[src/rtl/mfu_pkg.sv]
package mfu_pkg;
  // How a broadcast lands in the local cache.
  typedef enum logic [1:0] {
    WR_NONE   = 2'd0,
    WR_UPDATE = 2'd1,
    WR_FILL   = 2'd2,
    WR_EVICT  = 2'd3
  } wr_kind_e;
endpackage

[src/rtl/mfu_rr_victim.sv]
module mfu_rr_victim #(
  parameter int ENTRIES = 32,
  parameter int IW      = 5
) (
  input  logic          clk,
  input  logic          rst,
  input  logic          adv,
  output logic [IW-1:0] ptr
);
  localparam logic [IW-1:0] LAST = IW'(ENTRIES - 1);

  logic [IW-1:0] ptr_q;

  always_ff @(posedge clk) begin
    if (rst)      ptr_q <= '0;
    else if (adv) ptr_q <= (ptr_q == LAST) ? '0 : ptr_q + 1'b1;
  end

  assign ptr = ptr_q;

  // the pointer advances by exactly one slot per replacement, wrapping at the end
  assert_rr_step_R5: assert property (@(posedge clk) disable iff (rst)
    adv |=> (ptr_q == (($past(ptr_q) == LAST) ? '0 : $past(ptr_q) + 1'b1)));

  // the pointer is held when nothing is replaced
  assert_rr_hold_R5: assert property (@(posedge clk) disable iff (rst)
    !adv |=> $stable(ptr_q));
endmodule

[src/rtl/mfu_l0_tags.sv]
module mfu_l0_tags
  import mfu_pkg::*;
#(
  parameter int ENTRIES = 32,
  parameter int AW      = 32,
  parameter int IW      = 5
) (
  input  logic          clk,
  input  logic          rst,
  input  logic          wr_en,
  input  logic [AW-1:0] wr_addr,
  input  logic [AW-1:0] lk_addr,
  output logic          lk_hit,
  output logic [IW-1:0] lk_idx,
  output logic [IW-1:0] wr_idx,
  output wr_kind_e      wr_kind
);
  logic [ENTRIES-1:0] vld_q;
  logic [AW-1:0]      addr_q [ENTRIES];
  logic [ENTRIES-1:0] wr_match;
  logic [ENTRIES-1:0] lk_match;
  logic [IW-1:0]      upd_idx, free_idx, rr_ptr;
  logic               all_full;

  for (genvar i = 0; i < ENTRIES; i++) begin : g_ent
    assign wr_match[i] = vld_q[i] && (addr_q[i] == wr_addr);
    assign lk_match[i] = vld_q[i] && (addr_q[i] == lk_addr);

    always_ff @(posedge clk) begin
      if (rst)                               vld_q[i] <= 1'b0;
      else if (wr_en && wr_idx == IW'(i))    vld_q[i] <= 1'b1;
    end

    always_ff @(posedge clk) begin
      if (wr_en && wr_idx == IW'(i)) addr_q[i] <= wr_addr;
    end
  end

  assign all_full = &vld_q;

  // Priority encoders: lowest index wins.
  always_comb begin
    upd_idx  = '0;
    free_idx = '0;
    lk_idx   = '0;
    for (int i = ENTRIES - 1; i >= 0; i--) begin
      if (wr_match[i]) upd_idx  = IW'(i);
      if (!vld_q[i])   free_idx = IW'(i);
      if (lk_match[i]) lk_idx   = IW'(i);
    end
  end

  assign lk_hit = |lk_match;

  always_comb begin
    if (!wr_en) begin
      wr_kind = WR_NONE;
      wr_idx  = upd_idx;
    end else if (|wr_match) begin
      wr_kind = WR_UPDATE;
      wr_idx  = upd_idx;
    end else if (!all_full) begin
      wr_kind = WR_FILL;
      wr_idx  = free_idx;
    end else begin
      wr_kind = WR_EVICT;
      wr_idx  = rr_ptr;
    end
  end

  mfu_rr_victim #(.ENTRIES(ENTRIES), .IW(IW)) u_victim (
    .clk (clk),
    .rst (rst),
    .adv (wr_kind == WR_EVICT),
    .ptr (rr_ptr)
  );

  // an address is never held by two entries
  assert_unique_addr_R4: assert property (@(posedge clk) disable iff (rst)
    $onehot0(lk_match));

  // a fill only ever turns exactly one more entry valid
  assert_fill_one_R5: assert property (@(posedge clk) disable iff (rst)
    (wr_kind == WR_FILL) |=> ($countones(vld_q) == $countones($past(vld_q)) + 1));

  // an in-place update leaves occupancy unchanged
  assert_update_keeps_R4: assert property (@(posedge clk) disable iff (rst)
    (wr_kind == WR_UPDATE) |=> $stable(vld_q));
endmodule

[src/rtl/mfu_l0_data.sv]
module mfu_l0_data #(
  parameter int ENTRIES = 32,
  parameter int DW      = 32,
  parameter int TW      = 8,
  parameter int IW      = 5
) (
  input  logic          clk,
  input  logic          wr_en,
  input  logic [IW-1:0] wr_idx,
  input  logic [DW-1:0] wr_data,
  input  logic [TW-1:0] wr_stag,
  input  logic [IW-1:0] rd_idx,
  output logic [DW-1:0] rd_data,
  output logic [TW-1:0] rd_stag
);
  localparam int EW = DW + TW;

  // Single write port, asynchronous read: maps onto distributed RAM.
  logic [EW-1:0] mem [ENTRIES];

  always_ff @(posedge clk) begin
    if (wr_en) mem[wr_idx] <= {wr_stag, wr_data};
  end

  assign {rd_stag, rd_data} = mem[rd_idx];
endmodule

[src/rtl/mfu_l0_repeater.sv]
module mfu_l0_repeater
  import mfu_pkg::*;
#(
  parameter int AW      = 32,
  parameter int DW      = 32,
  parameter int TW      = 8,
  parameter int ENTRIES = 32
) (
  input  logic          clk,
  input  logic          rst,
  input  logic          fwd_in_vld,
  input  logic [AW-1:0] fwd_in_addr,
  input  logic [DW-1:0] fwd_in_data,
  input  logic [TW-1:0] fwd_in_ttag,
  input  logic          bwd_in_vld,
  input  logic [AW-1:0] bwd_in_addr,
  input  logic [TW-1:0] bwd_in_ttag,
  output logic          fwd_out_vld,
  output logic [AW-1:0] fwd_out_addr,
  output logic [DW-1:0] fwd_out_data,
  output logic [TW-1:0] fwd_out_ttag,
  output logic          rsp_out_vld,
  output logic [AW-1:0] rsp_out_addr,
  output logic [DW-1:0] rsp_out_data,
  output logic [TW-1:0] rsp_out_stag,
  output logic [TW-1:0] rsp_out_rtag,
  output logic          bwd_out_vld,
  output logic [AW-1:0] bwd_out_addr,
  output logic [TW-1:0] bwd_out_ttag
);
  localparam int IW = (ENTRIES > 1) ? $clog2(ENTRIES) : 1;

  logic          lk_hit;
  logic [IW-1:0] lk_idx, wr_idx;
  wr_kind_e      wr_kind;
  logic [DW-1:0] mem_data;
  logic [TW-1:0] mem_stag;
  logic          same_addr, hit;
  logic [DW-1:0] hit_data;
  logic [TW-1:0] hit_stag;

  mfu_l0_tags #(.ENTRIES(ENTRIES), .AW(AW), .IW(IW)) u_tags (
    .clk     (clk),
    .rst     (rst),
    .wr_en   (fwd_in_vld),
    .wr_addr (fwd_in_addr),
    .lk_addr (bwd_in_addr),
    .lk_hit  (lk_hit),
    .lk_idx  (lk_idx),
    .wr_idx  (wr_idx),
    .wr_kind (wr_kind)
  );

  mfu_l0_data #(.ENTRIES(ENTRIES), .DW(DW), .TW(TW), .IW(IW)) u_data (
    .clk     (clk),
    .wr_en   (fwd_in_vld),
    .wr_idx  (wr_idx),
    .wr_data (fwd_in_data),
    .wr_stag (fwd_in_ttag),
    .rd_idx  (lk_idx),
    .rd_data (mem_data),
    .rd_stag (mem_stag)
  );

  // Same-cycle broadcast wins: the request sees the word being written.
  assign same_addr = fwd_in_vld && (fwd_in_addr == bwd_in_addr);
  assign hit       = same_addr || lk_hit;
  assign hit_data  = same_addr ? fwd_in_data : mem_data;
  assign hit_stag  = same_addr ? fwd_in_ttag : mem_stag;

  // Valids: reset registers.
  always_ff @(posedge clk) begin
    if (rst) begin
      fwd_out_vld <= 1'b0;
      rsp_out_vld <= 1'b0;
      bwd_out_vld <= 1'b0;
    end else begin
      fwd_out_vld <= fwd_in_vld;
      rsp_out_vld <= bwd_in_vld && hit;
      bwd_out_vld <= bwd_in_vld && !hit;
    end
  end

  // Payloads: no reset, loaded on their valid.
  always_ff @(posedge clk) begin
    if (fwd_in_vld) begin
      fwd_out_addr <= fwd_in_addr;
      fwd_out_data <= fwd_in_data;
      fwd_out_ttag <= fwd_in_ttag;
    end
    if (bwd_in_vld && hit) begin
      rsp_out_addr <= bwd_in_addr;
      rsp_out_data <= hit_data;
      rsp_out_stag <= hit_stag;
      rsp_out_rtag <= bwd_in_ttag;
    end
    if (bwd_in_vld && !hit) begin
      bwd_out_addr <= bwd_in_addr;
      bwd_out_ttag <= bwd_in_ttag;
    end
  end

  // a broadcast emerges one clock later with its fields intact
  assert_fwd_pass_R1: assert property (@(posedge clk) disable iff (rst)
    fwd_in_vld |=> (fwd_out_vld && fwd_out_addr == $past(fwd_in_addr)
                    && fwd_out_data == $past(fwd_in_data)
                    && fwd_out_ttag == $past(fwd_in_ttag)));

  // no broadcast in, none out
  assert_fwd_idle_R1: assert property (@(posedge clk) disable iff (rst)
    !fwd_in_vld |=> !fwd_out_vld);

  // each request is either answered or passed back, never both
  assert_one_outcome_R3: assert property (@(posedge clk) disable iff (rst)
    bwd_in_vld |=> (rsp_out_vld != bwd_out_vld));

  // without a request there is no reply and no backward traffic
  assert_no_spurious_R3: assert property (@(posedge clk) disable iff (rst)
    !bwd_in_vld |=> (!rsp_out_vld && !bwd_out_vld));

  // a propagated request carries its own address and tag
  assert_bwd_fields_R2: assert property (@(posedge clk) disable iff (rst)
    bwd_out_vld |-> (bwd_out_addr == $past(bwd_in_addr)
                     && bwd_out_ttag == $past(bwd_in_ttag)));

  // same-cycle broadcast and request: the reply holds the broadcast word
  assert_bypass_R6: assert property (@(posedge clk) disable iff (rst)
    (fwd_in_vld && bwd_in_vld && fwd_in_addr == bwd_in_addr)
      |=> (rsp_out_vld && rsp_out_data == $past(fwd_in_data)
           && rsp_out_stag == $past(fwd_in_ttag)));
endmodule

[config.mk]
export PLATFORM = sky130hd
export DESIGN_NAME = mfu_l0_repeater
export DESIGN_NICKNAME = d
export VERILOG_FILES = /design/src/rtl/mfu_pkg.sv /design/src/rtl/mfu_rr_victim.sv /design/src/rtl/mfu_l0_tags.sv /design/src/rtl/mfu_l0_data.sv /design/src/rtl/mfu_l0_repeater.sv
export SDC_FILE = /design/constraint.sdc
export NUM_CORES = 2
export LEC_CHECK = 0
export BUFFER_PORTS_ARGS = -buffer_cell sky130_fd_sc_hd__buf_2
export CORE_UTILIZATION = 35
export DETAILED_ROUTE_END_ITERATION = 12
export PLACE_DENSITY = 0.48
export REMOVE_ABC_BUFFERS = 1
export SYNTH_ARGS = -nofsm -noshare
export SYNTH_HDL_FRONTEND = slang
export SYNTH_SLANG_ARGS = --single-unit
[constraint.sdc]
create_clock -name clk -period 6.6 [get_ports clk]
set_input_delay 0 -clock clk [delete_from_list [all_inputs] [get_ports clk]]
set_output_delay 0 -clock clk [all_outputs]
set_load 0.01 [all_outputs]
# After elaboration in Yosys (flattened, before gate mapping)

Memory sizes are Yosys's and may differ from the RTL's.
Index checks and enable logic that the tools add are counted.

Eq/ne operators: 98
Mux-type cells: 264
$add $sub $neg: 1
Reduce and logical (&&, ||, !) cells: 136

Operator list:

| cell                                                            | number |
|---|---|
| 32-bit == test                                                  | 65 |
| 32-bit OR reduction                                             | 33 |
| 32-bit two-way mux                                              | 32 |
| 5-bit two-way mux                                               | 131 |
| 1-bit logical AND                                               | 99 |
| 1-bit two-way mux                                               | 98 |
| 5-bit == test, second input constant                            | 17 |
| 5-bit by 4-bit == test with 1-bit output, second input constant | 8 |
| 32-bit AND reduction                                            | 1 |
| 5-bit by 3-bit == test with 1-bit output, second input constant | 4 |
| 5-bit by 2-bit == test with 1-bit output, second input constant | 2 |
| 8-bit two-way mux                                               | 1 |
| 5-bit by 1-bit adder with 5-bit output, second input constant   | 1 |
| 5-bit by 1-bit == test with 1-bit output, second input constant | 1 |
| 5-bit zero test                                                 | 1 |
| 2-bit two-way mux                                               | 2 |
| 2-bit == test, second input constant                            | 1 |
| 1-bit zero test                                                 | 1 |
| 1-bit logical OR                                                | 1 |

Bits in writable memories: 2304
Output and inout port bits: 195
Flip-flop bits (word level): 232
Word-level logic and storage cells: 546
Input port bits: 116
Memories kept: 2

Memory list:

| name          | depth | width | rd ports | clocked after memory_dff | write ports | line              | source |
|---|---|---|---|---|---|---|---|
| u_data.mem    | 32    | 40    | 1        | 0                        | 1           | mfu_l0_data.sv:19 | `logic [EW-1:0] mem [ENTRIES];` |
| u_tags.addr_q | 32    | 32    | 32       | 0                        | 1           | mfu_l0_tags.sv:19 | `logic [AW-1:0] addr_q [ENTRIES];` |

# Depth between registers and ports, before layout

An unclocked memory read counts as a cell.

Depth in word-level cells: 73
Mapped depth: 22
Gate-level depth less buffers: 14

# Hierarchy

Synthesis repeated with hierarchy kept, for this count alone.

Cell total of the unflattened synthesis: 7947
Area, all modules: 117328.8 µm²

By module, submodules not included:

| module          | sequential area each (µm²) | instances | cells each | area an instance (µm²) |
|---|---|---|---|---|
| mfu_l0_tags     | 31390.1                    | 1         | 4859       | 60460.5 |
| mfu_l0_data     | 38436.9                    | 1         | 2773       | 49764.0 |
| mfu_l0_repeater | 5825.6                     | 1         | 290        | 6872.8 |
| mfu_rr_victim   | 100.1                      | 1         | 25         | 231.5 |

# Worst setup path after synthesis

Ideal clock, no wire load.

Path type: input-to-reg
Start point: in fwd_in_addr[7]
End point: mem u_data.mem[23][0] (netlist name) (enable)
Path buffers: 4
Arrival time: 4822 ps
Stages: 15
Library setup time: 438 ps
Required time: 6162 ps
Slack: 1340 ps
Cell sequence: clkbuf_1 > buf_2 > buf_1 > xnor2_1 > nand4_1 > or4_1 > nor2b_1 > o21ai_0 > nand4_1 > a211oi_1 > nand2_1 > a31oi_1 > o21ai_1 > clkbuf_1 > nor2_1

Word-level cells in the longest chain between the ends: 36
Elaborated cells on any way between the ends: 99
Classes of those cells: eq/ne (32); mux (34); reduce/logical (33)

RTL lines:

| item                            | line                  | source |
|---|---|---|
| start: declaration              | mfu_l0_repeater.sv:12 | `input logic [AW-1:0] fwd_in_addr,` |
| 32-bit == test                  | mfu_l0_tags.sv:26     | `assign wr_match[i] = vld_q[i] && (addr_q[i] == wr_addr);` |
| 1-bit logical AND               | mfu_l0_tags.sv:26     |  |
| 5-bit two-way mux (32 in a row) | mfu_l0_tags.sv:47     | `if (wr_match[i]) upd_idx = IW'(i);` |
| 5-bit two-way mux               | mfu_l0_tags.sv:59     | `end else if (\|wr_match) begin` |
| 5-bit two-way mux (*)           | mfu_l0_tags.sv:56     | `if (!wr_en) begin` |
| end: declaration                | mfu_l0_data.sv:19     |  |

Mark *: on every way between the ends. The rest lies on a longest branch, timed or not.

# Worst setup path in the final report

Start point: in bwd_in_addr[26]
End point: reg rsp_out_data[30], data pin

Word-level cells in the longest chain between the ends: 36
Elaborated cells on any way between the ends: 100
Classes of those cells: eq/ne (33); mux (33); reduce/logical (33); memory (1)

RTL lines:

| item                            | line                  | source |
|---|---|---|
| start: declaration              | mfu_l0_repeater.sv:16 | `input logic [AW-1:0] bwd_in_addr,` |
| 32-bit == test                  | mfu_l0_tags.sv:27     | `assign lk_match[i] = vld_q[i] && (addr_q[i] == lk_addr);` |
| 1-bit logical AND               | mfu_l0_tags.sv:27     |  |
| 5-bit two-way mux (32 in a row) | mfu_l0_tags.sv:49     | `if (lk_match[i]) lk_idx = IW'(i);` |
| memory 32 x 40 bit              | n/a                   |  |
| 32-bit two-way mux (*)          | mfu_l0_repeater.sv:68 | `assign hit_data = same_addr ? fwd_in_data : mem_data;` |
| net hit_data[30]                | mfu_l0_repeater.sv:39 | `logic [DW-1:0] hit_data;` |
| end signal: assignment          | mfu_l0_repeater.sv:93 | `rsp_out_data <= hit_data;` |
| end: declaration                | mfu_l0_repeater.sv:24 | `output logic [DW-1:0] rsp_out_data,` |

Mark *: on every way through the listed nets, which the timed path passes. The rest lies on a longest branch.
A chain may end at the register's enable or synchronous reset.

==> report_table.html <==
<table>
<tr><th>Metric</th><th>Value</th></tr>
<tr><th colspan="2">Status</th></tr>
<tr><td>Outcome</td><td>completed</td></tr>
<tr><th colspan="2">Floorplanning</th></tr>
<tr><td>Standard-cell rows</td><td>214</td></tr>
<tr><td>Core Box Area</td><td>roughly 0.34 sq mm</td></tr>
<tr><td>Horizontal die dimension</td><td>588 um</td></tr>
<tr><td>DIE AREA</td><td>0.346 sq mm</td></tr>
<tr><td>Height of the die</td><td>slightly below 600 um</td></tr>
<tr><td>Initial core utilization</td><td>0.353</td></tr>
<tr><td>Ports</td><td>311</td></tr>
<tr><th colspan="2">Logic synthesis</th></tr>
<tr><td>Area share of the leading cell type in the synthesized netlist</td><td>0.623</td></tr>
<tr><td>Largest cells by area after synthesis</td><td>sky130_fd_sc_hd__edfxtp_1 62%, sky130_fd_sc_hd__xor2_1 10%, sky130_fd_sc_hd__xnor2_1 4.6%</td></tr>
<tr><td>Distinct cell type count after synthesis</td><td>82</td></tr>
<tr><td>Syn Area/Cell</td><td>12.9 sq um</td></tr>
<tr><td>Number of cells produced by synthesis</td><td>9332</td></tr>
<tr><td>Most frequent cell after synthesis</td><td>sky130_fd_sc_hd__edfxtp_1</td></tr>
<tr><td>Flip-flop and latch count after synthesis</td><td>2536</td></tr>
<tr><td>Count of synthesis-stage warnings from yosys</td><td>0</td></tr>
<tr><td>Synth Flop Type</td><td>sky130_fd_sc_hd__edfxtp_1</td></tr>
<tr><td>Cell taking the most area after synthesis</td><td>sky130_fd_sc_hd__edfxtp_1</td></tr>
<tr><td>Number of enable-type register cells in the synthesized netlist</td><td>2496</td></tr>
<tr><td>Share of the yosys chip area belonging to registers</td><td>0.630</td></tr>
<tr><td>Syn Std Cell Area</td><td>0.120 sq mm</td></tr>
<tr><td>Ranking of synthesized cells by instance count</td><td>2496 x sky130_fd_sc_hd__edfxtp_1, 1435 x sky130_fd_sc_hd__xor2_1, 795 x sky130_fd_sc_hd__nand2_1</td></tr>
<tr><td>Share of flip-flops with an asynchronous set or reset after synthesis</td><td>0</td></tr>
<tr><th colspan="2">Timing</th></tr>
<tr><td>Post-Route Skew</td><td>0.0641 ns</td></tr>
<tr><td>Highest achievable clock rate</td><td>166 MHz</td></tr>
<tr><td>Worst-margin pin slew</td><td>approximately 1.3 ns</td></tr>
<tr><td>Post-route clock period utilization</td><td>0.911</td></tr>
<tr><td>Fin crit period</td><td>6.01 ns</td></tr>
<tr><td>Normalized max-slew margin</td><td>0.146</td></tr>
<tr><td>Setup repair after global routing missed its margin</td><td>no</td></tr>
<tr><td># setup viols final</td><td>0</td></tr>
<tr><td>Slew Limit Fails</td><td>0</td></tr>
<tr><td>Hold slack final</td><td>0.0690 ns</td></tr>
<tr><td>Setup TNS</td><td>0 ns</td></tr>
<tr><td>Fin worst setup slack</td><td>~0.59 ns</td></tr>
<tr><td>Final Hold Vio Count</td><td>0</td></tr>
<tr><th colspan="2">Cells and area</th></tr>
<tr><td>Filler cells</td><td>about 32000</td></tr>
<tr><td>Final net count</td><td>10100</td></tr>
<tr><td>Relative area change from synthesis to final layout</td><td>18.1%</td></tr>
<tr><td>Share of post-route cells with drive strength above 1</td><td>0.137</td></tr>
<tr><th colspan="2">Clock network</th></tr>
<tr><td>Clk sink count</td><td>2536</td></tr>
<tr><td>Number of buffers on the longest clock path</td><td>4</td></tr>
<tr><td>Later-pin clock latency in the skew report</td><td>0.93 ns</td></tr>
<tr><td>TritonCTS clock tree</td><td>yes</td></tr>
<tr><td>Clock Root Buffer</td><td>sky130_fd_sc_hd__clkbuf_16</td></tr>
<tr><td>Clock Pin Slew Worst Setup and Hold Paths</td><td>0.05 ns</td></tr>
<tr><td>Post-CTS setup buffer count</td><td>0</td></tr>
<tr><td>Number of buffers created by CTS</td><td>304</td></tr>
<tr><td>Maximum level of the CTS H-tree</td><td>5</td></tr>
<tr><th colspan="2">Detailed routing</th></tr>
<tr><td>Vias/cell</td><td>5.83</td></tr>
<tr><td>Post-route ant nets</td><td>0</td></tr>
<tr><td>Avg WL per Cell</td><td>around 34 um</td></tr>
<tr><td>Detailed-router iteration count before antenna repair</td><td>6</td></tr>
<tr><td>Residual DRC count</td><td>0</td></tr>
<tr><td>Via count of the routed design</td><td>86100</td></tr>
<tr><td>Detailed router's first-iteration violation count</td><td>9304</td></tr>
<tr><td>Routed Wire Length</td><td>509000 um</td></tr>
<tr><th colspan="2">Job</th></tr>
<tr><td>Max-cap viol count</td><td>0</td></tr>
<tr><th colspan="2">Critical path</th></tr>
<tr><td>Delay of the slowest critical-path stage</td><td>about 0.91 ns</td></tr>
<tr><td>Nature of the critical path endpoint</td><td>register</td></tr>
<tr><td>Startpoint-to-endpoint class of the critical path</td><td>in -&gt; reg</td></tr>
<tr><td>Cell seen most often among critical-path stages</td><td>sky130_fd_sc_hd__buf_4</td></tr>
<tr><td>Depth of the worst register-to-register path</td><td>15</td></tr>
<tr><td>CP max stage cell</td><td>sky130_fd_sc_hd__or4_1</td></tr>
<tr><td>Maximum fanout encountered on the critical timing path</td><td>23</td></tr>
<tr><td>Kind of cell with the highest combined delay on the critical path</td><td>simple AND/OR/NAND/NOR gates</td></tr>
<tr><td>Critical Path RT</td><td>7.26 ns</td></tr>
<tr><td>Series of cell instances along the critical path</td><td>dlygate4sd3_1 &gt; buf_4 &gt; buf_4 &gt; xor2_1 &gt; nor4_1 &gt; nand4_1 &gt; or4_1 &gt; inv_1 &gt; o2111a_2 &gt; nand3_1 &gt; o22ai_4 &gt; buf_4 &gt; nor4_1 &gt; or4_1 &gt; a21oi_1 &gt; nand2_1 &gt; o21ai_1 &gt; a21boi_1</td></tr>
<tr><td>Launching point of the worst reg2reg path</td><td>u_tags.addr_q[27][26]</td></tr>
<tr><td>Setup crit start</td><td>bwd_in_addr[26]</td></tr>
<tr><td>Number of buffer and inverter stages on the critical path</td><td>5</td></tr>
<tr><td>Count of cell instances traversed by the critical path</td><td>18</td></tr>
<tr><td>Capturing element of the worst setup path</td><td>rsp_out_data[30]</td></tr>
<tr><td>Crit path launch type</td><td>primary input</td></tr>
<tr><td>Setup slack of the worst register-to-register path</td><td>0.72 ns</td></tr>
<tr><td>WP data arrival</td><td>6.67 ns</td></tr>
<tr><td>End of the worst register-to-register path</td><td>rsp_out_data[30]</td></tr>
<tr><th colspan="2">Global routing</th></tr>
<tr><td>Total gr overflow</td><td>0</td></tr>
<tr><td>Maximum number of pins on one net before global-route repair</td><td>161</td></tr>
<tr><td>First-pass GRT wire length</td><td>696000 um</td></tr>
<tr><td>Via count of the first global-routing pass</td><td>between 80000 and 90000</td></tr>
<tr><td>Number of antenna violations at the first check in global routing</td><td>32</td></tr>
<tr><td>Global-route total usage across every layer</td><td>0.286</td></tr>
<tr><th colspan="2">Place</th></tr>
<tr><td>Final weighted congestion of routability-driven global placement</td><td>~0.96</td></tr>
<tr><td>Total of buffers placed on input and output ports</td><td>310</td></tr>
<tr><td>Post-detail-place hpwl</td><td>328000 um</td></tr>
<tr><td>Setup Slack @ Placement</td><td>0.398 ns</td></tr>
<tr><th colspan="2">Power and ir drop</th></tr>
<tr><td>NetSw</td><td>roughly 9000 uW</td></tr>
<tr><td>Share of total power in combinational logic</td><td>0.072</td></tr>
<tr><td>Proportion of total power due to net switching</td><td>0.241</td></tr>
<tr><td>Internal power component</td><td>27900 uW</td></tr>
<tr><td>Part of the power in the clock network</td><td>0.444</td></tr>
<tr><td>Sequential power share</td><td>0.484</td></tr>
<tr><td>Power per cell area</td><td>between 200 and 300 mW/mm^2</td></tr>
<tr><td>Leakage power total</td><td>between 0.04 and 0.05 uW</td></tr>
<tr><td>Maximum resistive drop on vdd</td><td>0.213 mV</td></tr>
<tr><th colspan="2">Min path</th></tr>
<tr><td>Count of cells along the worst hold path</td><td>2</td></tr>
<tr><td>Hold crit path type</td><td>in -&gt; reg</td></tr>
</table>
[state kept, by name (all words and copies together), names as in the netlist]
signal and cells:
u_data.mem 1280, u_tags.addr_q 1024, bwd_out_addr 32, fwd_out_addr 32
fwd_out_data 32, rsp_out_addr 32, rsp_out_data 32, u_tags.vld_q 32
bwd_out_ttag 8, fwd_out_ttag 8, rsp_out_rtag 8, rsp_out_stag 8
u_tags.u_victim.ptr 5, bwd_out_vld 1, fwd_out_vld 1, rsp_out_vld 1
[worst reg2reg max path, stage by stage (launching register included)]
cell and delay (ns):
sky130_fd_sc_hd__edfxtp_1 0.42, sky130_fd_sc_hd__xnor2_1 0.35, sky130_fd_sc_hd__nand4_1 0.14, sky130_fd_sc_hd__or4_1 0.58, sky130_fd_sc_hd__or4_4 0.67, sky130_fd_sc_hd__o211ai_1 0.16
sky130_fd_sc_hd__a311oi_1 0.17, sky130_fd_sc_hd__a311oi_4 0.83, sky130_fd_sc_hd__a2bb2oi_4 0.35, sky130_fd_sc_hd__buf_12 0.40, sky130_fd_sc_hd__nor3_1 0.22, sky130_fd_sc_hd__or4_1 0.51
sky130_fd_sc_hd__a21oi_1 0.15, sky130_fd_sc_hd__nand2_1 0.09, sky130_fd_sc_hd__o21ai_1 0.21, sky130_fd_sc_hd__a21boi_1 0.39
[stage by stage]
step | total power, uW | utilization | cells | instance area [sq um]
5_1_grt | 37800 | 0.417 | 14800 | 142000
6_report | 36800 | 0.417 | 14800 | 142000
3_3_place_gp | 20700 | 0.385 | 14100 | 131000
2_1_floorplan | 19000 | - | 8767 | 118000
3_5_place_dp | 20700 | 0.385 | 14100 | 131000
4_1_cts | 37100 | 0.417 | 14800 | 142000
[power by group through the flow]
stage / logic [uW] / registers, uW / clock network (uW)
floorplan: 797 / 18200 / 0
global placement: 2560 / 18200 / 0
detailed placement: 2540 / 18200 / 0
CTS: 2610 / 17800 / 16600
global route: 2720 / 17800 / 17200
finish: 2640 / 17800 / 16300
[routing by layer]
metal / track usage / part of all wire
met3: 0.0390 / 0.066
met5: 0 / 0.000026
met2: 0.462 / 0.46
met4: 0.106 / 0.042
met1: 0.393 / 0.43
[what timing repair did]
item	in CTS	in global routing
endpoints found under the hold margin	2582	0
setup endpoints to repair	0	0
hold buffers	128	0
gates resized for setup	0	0
[placed cells by master (no fill, tap or decap), types with 52 or more instances in the layout]
| cell type | instances |
|---|---|
| sky130_fd_sc_hd__nand3_1 | 156 |
| sky130_fd_sc_hd__and3_1 | 131 |
| sky130_fd_sc_hd__a31oi_1 | 93 |
| sky130_fd_sc_hd__xor2_1 | 1435 |
| sky130_fd_sc_hd__nand4_1 | 358 |
| sky130_fd_sc_hd__clkinv_1 | 52 |
| sky130_fd_sc_hd__or4_1 | 96 |
| sky130_fd_sc_hd__nor2_1 | 146 |
| sky130_fd_sc_hd__nand2_1 | 792 |
| sky130_fd_sc_hd__nor3_1 | 395 |
| sky130_fd_sc_hd__mux2i_1 | 83 |
| sky130_fd_sc_hd__clkbuf_16 | 317 |
| sky130_fd_sc_hd__clkbuf_1 | 74 |
| sky130_fd_sc_hd__buf_2 | 245 |
| sky130_fd_sc_hd__a211oi_1 | 122 |
| sky130_fd_sc_hd__o21ai_0 | 103 |
| sky130_fd_sc_hd__a21oi_1 | 217 |
| sky130_fd_sc_hd__edfxtp_1 | 2496 |
| sky130_fd_sc_hd__nor4_1 | 748 |
| sky130_fd_sc_hd__nand4b_1 | 58 |
| sky130_fd_sc_hd__buf_4 | 387 |
| sky130_fd_sc_hd__xnor2_1 | 635 |
| sky130_fd_sc_hd__dlygate4sd3_1 | 128 |
| sky130_fd_sc_hd__buf_12 | 158 |
| sky130_fd_sc_hd__or3_1 | 53 |
| sky130_fd_sc_hd__nor2_4 | 55 |
[final cells by class]
cell class              count  area, sq um  area share
well taps                4536         5680      0.0400
clock inverters           137         1110     0.00782
flip-flops and latches   2536        75800       0.533
inverters                  31          116    0.000819
repair buffers            918         8580      0.0604
clock buffers             401         8350      0.0588
diodes                      7         17.5    0.000123
multi-input cells        6200        42400       0.299
[logic make-up after synthesis]
| group | synth area share |
|---|---|
| fa+ha+maj | 0.000208 |
| compound gates | 0.0462 |
| flops | 0.630 |
| mux | 0.00700 |
| xor+xnor | 0.151 |
| simple gates | 0.143 |
| buf+inv | 0.0226 |
[worst min-delay path by stage]
stage | to | startpoint
after global placement | bwd_out_ttag[2] | bwd_in_ttag[2]
final | u_tags.addr_q[21][21] | fwd_in_addr[21]
after floorplan | fwd_out_vld | rst
after detailed placement | rsp_out_rtag[1] | bwd_in_ttag[1]
after CTS | u_tags.addr_q[19][20] | fwd_in_addr[20]
after global routing | u_tags.addr_q[21][21] | fwd_in_addr[21]
(Power assumes the default switching activity.)
